[config.mk]
export PLATFORM = sky130hd
export DESIGN_NAME = sereep_master
export DESIGN_NICKNAME = d
export VERILOG_FILES = /design/src/rtl/sereep_pkg.sv /design/src/rtl/sereep_divider.sv /design/src/rtl/sereep_sync.sv /design/src/rtl/sereep_countdown.sv /design/src/rtl/sereep_shifter.sv /design/src/rtl/sereep_master.sv
export SDC_FILE = /design/constraint.sdc
export NUM_CORES = 1
export LEC_CHECK = 0
export ABC_AREA = 1
export ABC_CLOCK_PERIOD_IN_PS = 1600
export CORE_MARGIN = 1.5
export CORE_UTILIZATION = 52
export CTS_CLUSTER_SIZE = 8
export DETAILED_ROUTE_END_ITERATION = 8
export PLACE_DENSITY = 0.78
export SETUP_SLACK_MARGIN = 0.2
export SLEW_MARGIN = 10
export SYNTH_ARGS = -nofsm -noshare
export SYNTH_HDL_FRONTEND = slang
export SYNTH_SLANG_ARGS = --single-unit
[constraint.sdc]
create_clock -name clk -period 1.6 [get_ports clk]
set_input_delay 0.32 -clock clk [delete_from_list [all_inputs] [get_ports clk]]
set_output_delay 0.32 -clock clk [all_outputs]
set_load 0.01 [all_outputs]
[src/rtl/sereep_pkg.sv]
package sereep_pkg;

   typedef enum logic [2:0] {
      ST_IDLE,
      ST_SHIFT,
      ST_GAP,
      ST_POLL,
      ST_FIN
   } sereep_state_e;

   localparam logic [1:0] OPC_SPECIAL = 2'b00;
   localparam logic [1:0] OPC_WRITE   = 2'b01;
   localparam logic [1:0] OPC_READ    = 2'b10;
   localparam logic [1:0] OPC_ERASE   = 2'b11;

   localparam logic [1:0] SEL_WDIS    = 2'b00;
   localparam logic [1:0] SEL_WRALL   = 2'b01;
   localparam logic [1:0] SEL_ERALL   = 2'b10;
   localparam logic [1:0] SEL_WEN     = 2'b11;

   // command carries a data word after the header
   function automatic logic carries_word(input logic [1:0] op, input logic [1:0] sel);
      return (op == OPC_WRITE) || (op == OPC_SPECIAL && sel == SEL_WRALL);
   endfunction

   // command changes the array and therefore needs a ready poll
   function automatic logic programs_array(input logic [1:0] op, input logic [1:0] sel);
      return (op == OPC_WRITE) || (op == OPC_ERASE) ||
             (op == OPC_SPECIAL && (sel == SEL_WRALL || sel == SEL_ERALL));
   endfunction

endpackage

[src/rtl/sereep_divider.sv]
module sereep_divider #(
   parameter int HALF_DIV = 125
)(
   input  logic clk,
   input  logic rst_n,
   input  logic en,
   output logic tick
);
   localparam int CW = $clog2(HALF_DIV + 1);

   logic [CW-1:0] cnt_q;
   logic          wrap;

   assign wrap = (cnt_q == CW'(HALF_DIV - 1));
   assign tick = en && wrap;

   always_ff @(posedge clk or negedge rst_n) begin
      if (!rst_n)       cnt_q <= '0;
      else if (!en)     cnt_q <= '0;
      else if (wrap)    cnt_q <= '0;
      else              cnt_q <= cnt_q + CW'(1);
   end

   // a phase never outlasts the divider period
   a_r6_cnt_range: assert property (@(posedge clk) disable iff (!rst_n)
      cnt_q <= CW'(HALF_DIV - 1));
endmodule

[src/rtl/sereep_sync.sv]
module sereep_sync #(
   parameter int STAGES = 2
)(
   input  logic clk,
   input  logic rst_n,
   input  logic d,
   output logic q
);
   generate
      if (STAGES == 0) begin : g_direct
         assign q = d;
      end else begin : g_chain
         logic [STAGES-1:0] chain_q;
         always_ff @(posedge clk or negedge rst_n) begin
            if (!rst_n) chain_q <= '0;
            else        chain_q <= {chain_q[STAGES-2 >= 0 ? STAGES-2 : 0 : 0], d} >> ((STAGES == 1) ? 0 : 0);
         end
         assign q = chain_q[STAGES-1];
      end
   endgenerate
endmodule

[src/rtl/sereep_countdown.sv]
module sereep_countdown #(
   parameter int W = 8
)(
   input  logic         clk,
   input  logic         rst_n,
   input  logic         load,
   input  logic [W-1:0] load_val,
   output logic         zero
);
   logic [W-1:0] cnt_q;

   always_ff @(posedge clk or negedge rst_n) begin
      if (!rst_n)            cnt_q <= '0;
      else if (load)         cnt_q <= load_val;
      else if (cnt_q != '0)  cnt_q <= cnt_q - W'(1);
   end

   assign zero = (cnt_q == '0);

   // the window only shrinks between loads
   a_r9_count_down: assert property (@(posedge clk) disable iff (!rst_n)
      (!$past(load) && $past(cnt_q) != '0) |-> (cnt_q == $past(cnt_q) - W'(1)));
endmodule

[src/rtl/sereep_shifter.sv]
module sereep_shifter #(
   parameter int OUT_W = 25,
   parameter int IN_W  = 16
)(
   input  logic            clk,
   input  logic            rst_n,
   input  logic            load,
   input  logic [OUT_W-1:0] load_val,
   input  logic            shift_out,
   input  logic            shift_in,
   input  logic            in_bit,
   output logic            next_bit,
   output logic [IN_W-1:0] captured
);
   logic [OUT_W-1:0] out_q;
   logic [IN_W-1:0]  in_q;

   always_ff @(posedge clk or negedge rst_n) begin
      if (!rst_n)         out_q <= '0;
      else if (load)      out_q <= load_val;
      else if (shift_out) out_q <= {out_q[OUT_W-2:0], 1'b0};
   end

   always_ff @(posedge clk or negedge rst_n) begin
      if (!rst_n)        in_q <= '0;
      else if (shift_in) in_q <= {in_q[IN_W-2:0], in_bit};
   end

   assign next_bit = out_q[OUT_W-2];
   assign captured = in_q;

   // captured bits enter at the LSB and move up by one
   a_r5_capture_order: assert property (@(posedge clk) disable iff (!rst_n)
      $past(shift_in) |-> (in_q[IN_W-1:1] == $past(in_q[IN_W-2:0])));
endmodule

[src/rtl/sereep_master.sv]
module sereep_master
   import sereep_pkg::*;
#(
   parameter int ADDR_W      = 6,
   parameter int DATA_W      = 16,
   parameter int HALF_DIV    = 125,
   parameter int CS_LOW_CYC  = 125,
   parameter int BUSY_LIMIT  = 3_000_000,
   parameter int SYNC_STAGES = 2
)(
   input  logic              clk,
   input  logic              rst_n,
   input  logic              req_valid,
   input  logic [1:0]        req_op,
   input  logic [ADDR_W-1:0] req_addr,
   input  logic [DATA_W-1:0] req_wdata,
   output logic              busy,
   output logic              done,
   output logic              timeout,
   output logic [DATA_W-1:0] rdata,
   output logic              ee_cs,
   output logic              ee_sk,
   output logic              ee_do,
   input  logic              ee_di
);
   localparam int HDR_W   = 3 + ADDR_W;
   localparam int FRAME_W = HDR_W + DATA_W;
   localparam int CNT_W   = $clog2(FRAME_W + 1);
   localparam int TMR_MAX = (BUSY_LIMIT > CS_LOW_CYC) ? BUSY_LIMIT : CS_LOW_CYC;
   localparam int TMR_W   = $clog2(TMR_MAX + 1);

   generate
      if (HALF_DIV < 1)   begin : g_bad_div  $error("HALF_DIV must be at least 1");   end
      if (CS_LOW_CYC < 1) begin : g_bad_gap  $error("CS_LOW_CYC must be at least 1"); end
      if (BUSY_LIMIT < 1) begin : g_bad_lim  $error("BUSY_LIMIT must be at least 1"); end
      if (ADDR_W < 2)     begin : g_bad_addr $error("ADDR_W must be at least 2");     end
      if (DATA_W < 2)     begin : g_bad_data $error("DATA_W must be at least 2");     end
      if (SYNC_STAGES < 0 || SYNC_STAGES > 3) begin : g_bad_sync
         $error("SYNC_STAGES must be 0 to 3");
      end
   endgenerate

   sereep_state_e     state_q;
   logic [1:0]        op_q;
   logic [ADDR_W-1:0] addr_q;
   logic [CNT_W-1:0]  bits_q, total_q, outn_q;
   logic              prog_q, rd_q, to_q;
   logic              cs_q, sk_q, do_q;
   logic [DATA_W-1:0] rdata_q;

   logic              tick, di_s, next_bit, tmr_zero;
   logic [DATA_W-1:0] captured;
   logic              accept, rise_ev, fall_ev, last_fall, cap_en, tmr_load;
   logic [TMR_W-1:0]  tmr_val;
   logic [1:0]        req_sel;

   assign req_sel   = req_addr[ADDR_W-1:ADDR_W-2];
   assign accept    = (state_q == ST_IDLE) && req_valid;
   assign rise_ev   = (state_q == ST_SHIFT) && tick && !sk_q;
   assign fall_ev   = (state_q == ST_SHIFT) && tick &&  sk_q;
   assign last_fall = fall_ev && (bits_q == total_q);
   assign cap_en    = rise_ev && rd_q && (bits_q >= CNT_W'(HDR_W));
   assign tmr_load  = last_fall || ((state_q == ST_GAP) && tmr_zero);
   assign tmr_val   = last_fall ? TMR_W'(CS_LOW_CYC - 1) : TMR_W'(BUSY_LIMIT - 1);

   sereep_divider #(.HALF_DIV(HALF_DIV)) i_div (
      .clk(clk), .rst_n(rst_n), .en(state_q == ST_SHIFT), .tick(tick));

   sereep_sync #(.STAGES(SYNC_STAGES)) i_sync (
      .clk(clk), .rst_n(rst_n), .d(ee_di), .q(di_s));

   sereep_countdown #(.W(TMR_W)) i_tmr (
      .clk(clk), .rst_n(rst_n), .load(tmr_load), .load_val(tmr_val), .zero(tmr_zero));

   sereep_shifter #(.OUT_W(FRAME_W), .IN_W(DATA_W)) i_shift (
      .clk(clk), .rst_n(rst_n),
      .load(accept), .load_val({1'b1, req_op, req_addr, req_wdata}),
      .shift_out(fall_ev && !last_fall), .shift_in(cap_en), .in_bit(di_s),
      .next_bit(next_bit), .captured(captured));

   always_ff @(posedge clk or negedge rst_n) begin
      if (!rst_n) begin
         state_q <= ST_IDLE;
         op_q    <= '0;
         addr_q  <= '0;
         bits_q  <= '0;
         total_q <= '0;
         outn_q  <= '0;
         prog_q  <= 1'b0;
         rd_q    <= 1'b0;
         to_q    <= 1'b0;
         cs_q    <= 1'b0;
         sk_q    <= 1'b0;
         do_q    <= 1'b0;
         rdata_q <= '0;
      end else begin
         unique case (state_q)
            ST_IDLE: begin
               if (accept) begin
                  op_q    <= req_op;
                  addr_q  <= req_addr;
                  bits_q  <= '0;
                  prog_q  <= programs_array(req_op, req_sel);
                  rd_q    <= (req_op == OPC_READ);
                  to_q    <= 1'b0;
                  outn_q  <= carries_word(req_op, req_sel) ? CNT_W'(FRAME_W) : CNT_W'(HDR_W);
                  total_q <= (carries_word(req_op, req_sel) || req_op == OPC_READ)
                             ? CNT_W'(FRAME_W) : CNT_W'(HDR_W);
                  cs_q    <= 1'b1;
                  do_q    <= 1'b1;
                  state_q <= ST_SHIFT;
               end
            end
            ST_SHIFT: begin
               if (rise_ev) begin
                  sk_q   <= 1'b1;
                  bits_q <= bits_q + CNT_W'(1);
               end else if (fall_ev) begin
                  sk_q <= 1'b0;
                  if (last_fall) begin
                     cs_q    <= 1'b0;
                     do_q    <= 1'b0;
                     if (rd_q) rdata_q <= captured;
                     state_q <= prog_q ? ST_GAP : ST_FIN;
                  end else begin
                     do_q <= (bits_q < outn_q) ? next_bit : 1'b0;
                  end
               end
            end
            ST_GAP: begin
               if (tmr_zero) begin
                  cs_q    <= 1'b1;
                  state_q <= ST_POLL;
               end
            end
            ST_POLL: begin
               if (di_s) begin
                  cs_q    <= 1'b0;
                  state_q <= ST_FIN;
               end else if (tmr_zero) begin
                  cs_q    <= 1'b0;
                  to_q    <= 1'b1;
                  state_q <= ST_FIN;
               end
            end
            ST_FIN: begin
               state_q <= ST_IDLE;
            end
            default: state_q <= ST_IDLE;
         endcase
      end
   end

   assign busy    = (state_q != ST_IDLE);
   assign done    = (state_q == ST_FIN);
   assign timeout = (state_q == ST_FIN) && to_q;
   assign rdata   = rdata_q;
   assign ee_cs   = cs_q;
   assign ee_sk   = sk_q;
   assign ee_do   = do_q;

   // serial lines quiet while idle
   a_r1_idle_lines: assert property (@(posedge clk) disable iff (!rst_n)
      (state_q == ST_IDLE) |-> (!ee_cs && !ee_sk));
   // data-out holds while the serial clock is high
   a_r6_do_hold: assert property (@(posedge clk) disable iff (!rst_n)
      (ee_sk && $past(ee_sk)) |-> $stable(ee_do));
   // data-out moves only on a falling edge or at acceptance
   a_r6_do_edge: assert property (@(posedge clk) disable iff (!rst_n)
      !$stable(ee_do) |-> ($fell(ee_sk) || $past(state_q == ST_IDLE)));
   // chip select low through the gap
   a_r7_gap_low: assert property (@(posedge clk) disable iff (!rst_n)
      (state_q == ST_GAP) |-> !ee_cs);
   // done is a single-cycle pulse
   a_r8_done_pulse: assert property (@(posedge clk) disable iff (!rst_n)
      done |=> !done);
   // timeout only alongside done
   a_r9_timeout_done: assert property (@(posedge clk) disable iff (!rst_n)
      timeout |-> done);
   // the held command does not change while busy
   a_r10_hold_cmd: assert property (@(posedge clk) disable iff (!rst_n)
      (state_q != ST_IDLE) |=> ($stable(op_q) && $stable(addr_q)));
   // only programming commands reach the poll
   a_r11_no_poll: assert property (@(posedge clk) disable iff (!rst_n)
      (state_q == ST_POLL) |-> (prog_q && ee_cs));
endmodule

==> impl_metrics.tcl <==
set metrics [dict create \
    outcome "finished with violations" \
    violations "negative setup slack" \
    grtUsageTotal_pct 28.26 \
    p_clk_share_pct 21.1 \
    rr_endpoint "state_q[1]" \
    p_int_uw 5655 \
    place_area_sq_um 6475 \
    seq_area_frac_synth_pct 50.02 \
    dieArea_sq_um 10610 \
    fin_crit_sh_pct 127.7 \
    r2r_start "state_q[1]" \
    synth_edf_count 0 \
    arrival_ns 2.31 \
    hold_violations 0 \
    clkSlewWorstSetupHoldPaths_ns 0.12 \
    syn_area_per_cell_sq_um 8.671 \
    netSwitchingFraction_pct 39.14 \
    hold_class "input pin to async pin" \
    finalSetupViolCount 90 \
    rsz0062_at_grt "true" \
    grt.overflow.total 0 \
    slew_headroom_pct 61.74 \
    start_kind "flip-flop" \
    coreArea_sq_um 9729 \
    start_util_pct 53.47 \
    dp_hpwl_mm 8.715 \
    htreeDepth 3 \
    synth_flop_cell "dfrtp_1" \
    cts_tree "built" \
    slew_violations 0 \
    fmax_ghz 0.4895 \
    io_buffers 49 \
    cts-root-buf "clkbuf_8" \
    reg2reg_slack_ns -0.44 \
    crit_path_max_fanout 5 \
    dr.pass1.iters 7 \
    synthDistinctLibCells 36 \
    worst_pin_slew_ns 0.5707 \
    grt_max_degree 32 \
    vias 5180 \
    power_density_nw_per_um2 1171 \
    layout.nets 813 \
    holdWs_ns 0.3658 \
    critPathKind "flip-flop to flip-flop" \
    clkSinkCount 104 \
    skew_ns 0.02635 \
    comb_power_share_pct 41.4 \
    final_area_sq_um 7936 \
    async_flop_share_pct 100.0 \
    reg2reg_depth 8 \
    fin_util_pct 81.57 \
    tns_ns -18.36 \
    layout_setup_ws_ns -0.4428 \
    drt_iter0_markers 363 \
    drt-total-wl_mm 17.94 \
    final_layout_size_suffix_gt1_share_pct 45.07 \
    synth-seq-cells 104 \
    antenna_found_initial 0 \
    die_w_um 103.0 \
    antenna_cells 0 \
    p_leak_uw 0.003721 \
    syn_to_final_growth_pct 52.55 \
    clk_latency_ns 0.40 \
    drc_errors 0 \
    ios 50 \
    end_kind "flip-flop" \
    cts_buffers 9 \
    grt_pass1_wl_mm 22.68 \
    grt_pass1_vias 4842 \
    die_h_um 103.0 \
    rows 36 \
    drv_cap 0 \
    syn_nets 637 \
    pwr-share-seq_pct 37.5 \
    preCtsSetupSlack_ns -0.1921 \
    synthCells 600 \
    ir_worst_vdd_mv 1.279 \
    clockBufferDepth 2 \
    viasPerCell 5.667 \
    syn_area_sq_um 5202 \
    ys_warn_count 0 \
    routabilityCongestion 0.9170 \
    wl_per_cell_um 19.63 \
    switching_power_uw 3637 \
    fin_crit_ns 2.043 \
    crit_required_ns 1.87 \
    antenna_left 0 \
]
[timing repair]
action / CTS / global route
endpoints found under the setup margin: 120 / 121
hold buffers: 1 / 0
endpoints found under the hold margin: 22 / 0
gates resized for setup: 131 / 131
gates cloned: 3 / 3
pin swaps: 18 / 24
buffers inserted: 35 / 14
[stage by stage]
| stage | total power (uW) | std cells |
|---|---|---|
| 2_1_floorplan | 4839 | 600 |
| 6_report | 9291 | 914 |
| 3_3_place_gp | 5825 | 842 |
| 5_1_grt | 9634 | 914 |
| 3_5_place_dp | 5915 | 842 |
| 4_1_cts | 8178 | 897 |
[logic make-up (layout without fill, tap and decap cells)]
| group | after synthesis | in the layout | share of synthesized area [%] |
|---|---|---|---|
| adders and majority gates | 9 | 9 | 2.165 |
| and+or+nand+nor | 319 | 319 | 29.10 |
| DFF | 104 | 104 | 50.02 |
| AOI/OAI and AO/OA | 74 | 74 | 9.115 |
| buffers and inverters | 77 | 258 | 6.734 |
| xor gates and xnor gates | 17 | 17 | 2.862 |
[power by group through the flow]
stage	Clock [uW]	Sequential, uW	Combinational (uW)
final	1960	3480	3850
after global routing	2040	3520	4070
after floorplan	0	3370	1460
after detailed placement	0	3370	2540
after CTS	1930	3340	2900
after global placement	0	3360	2470
[Yosys cell counts, drive strengths merged (2+ instances only)]
master	n	share of area, %
buf	11	1.9
o21a	3	0.43
a21oi	15	1.7
nor2	71	5.9
nand3	49	6.7
clkbuf	2	0.14
o211ai	2	0.29
nand2	180	14
ha	9	2.2
nand4	4	0.48
xor2	12	2.0
o21ai	51	6.3
xnor2	5	0.84
or2	2	0.24
inv	64	4.7
dfrtp	104	50
nor3	11	1.1
[cell usage in the layout, fill, tap and decap left out, types with 8 or more instances in the layout]
| cell | instances |
|---|---|
| clkbuf_2 | 9 |
| inv_1 | 43 |
| clkbuf_8 | 10 |
| o21ai_2 | 24 |
| dfrtp_1 | 103 |
| nand3_2 | 26 |
| inv_2 | 15 |
| clkdlybuf4s50_1 | 26 |
| buf_6 | 30 |
| nand2_2 | 31 |
| xor2_1 | 12 |
| nand2_1 | 105 |
| nor2_2 | 13 |
| buf_4 | 86 |
| o21ai_1 | 14 |
| nor3_1 | 8 |
| nor2_1 | 48 |
| nand2_4 | 41 |
| clkdlybuf4s15_1 | 8 |
| nor2_4 | 8 |
| o21ai_0 | 9 |
| a21oi_1 | 8 |
| nand3_1 | 20 |
[critical path, stage by stage (launching register included)]
cell and delay, ns:
dfrtp_1 0.38, buf_4 0.21, inv_2 0.08, buf_4 0.16, nor3_2 0.50, o21ai_4 0.15, buf_4 0.18, nand4_1 0.15
nand2_1 0.11
[layer usage]
metal	up-vias	part of all wire (%)	GRT usage, %
li1	2267	-	-
met1	2502	37	33.10
met2	313	50	49.29
met3	98	6.4	6.373
met4	0	6.4	13.31
met5	-	0	0
[flip-flops by register name, summed over array words and instances (netlist names)]
register	cells
rdata	16
i_sync.g_chain.chain_q	2
bits_q	5
to_q	1
ee_do	1
ee_cs	1
i_shift.captured	16
outn_q	1
rd_q	1
state_q	3
ee_sk	1
i_tmr.cnt_q	22
i_div.cnt_q	7
prog_q	1
total_q	2
i_shift.out_q	24
[layout make-up]
class,instances,area [sq um]
inverter,64,257.7
tap,133,166.4
sequential,104,2604
clock buffer,10,137.6
multi-input combinational,419,2953
clock inverter,6,96.34
fill,498,1793
timing repair buffer,178,1722
[worst max path at each step]
| stage | startpoint | end | cells past startpoint |
|---|---|---|---|
| 6_report | state_q[1] | state_q[1] | 8 |
| 5_1_grt | state_q[1] | state_q[1] | 8 |
| 4_1_cts | total_q[3] | state_q[0] | 10 |
| 3_5_place_dp | i_tmr.cnt_q[18] | i_tmr.cnt_q[1] | 7 |
| 3_3_place_gp | total_q[3] | rdata[3] | 10 |
| 2_1_floorplan | total_q[3] | rdata[2] | 10 |
Power figures use the tool's default switching activity.
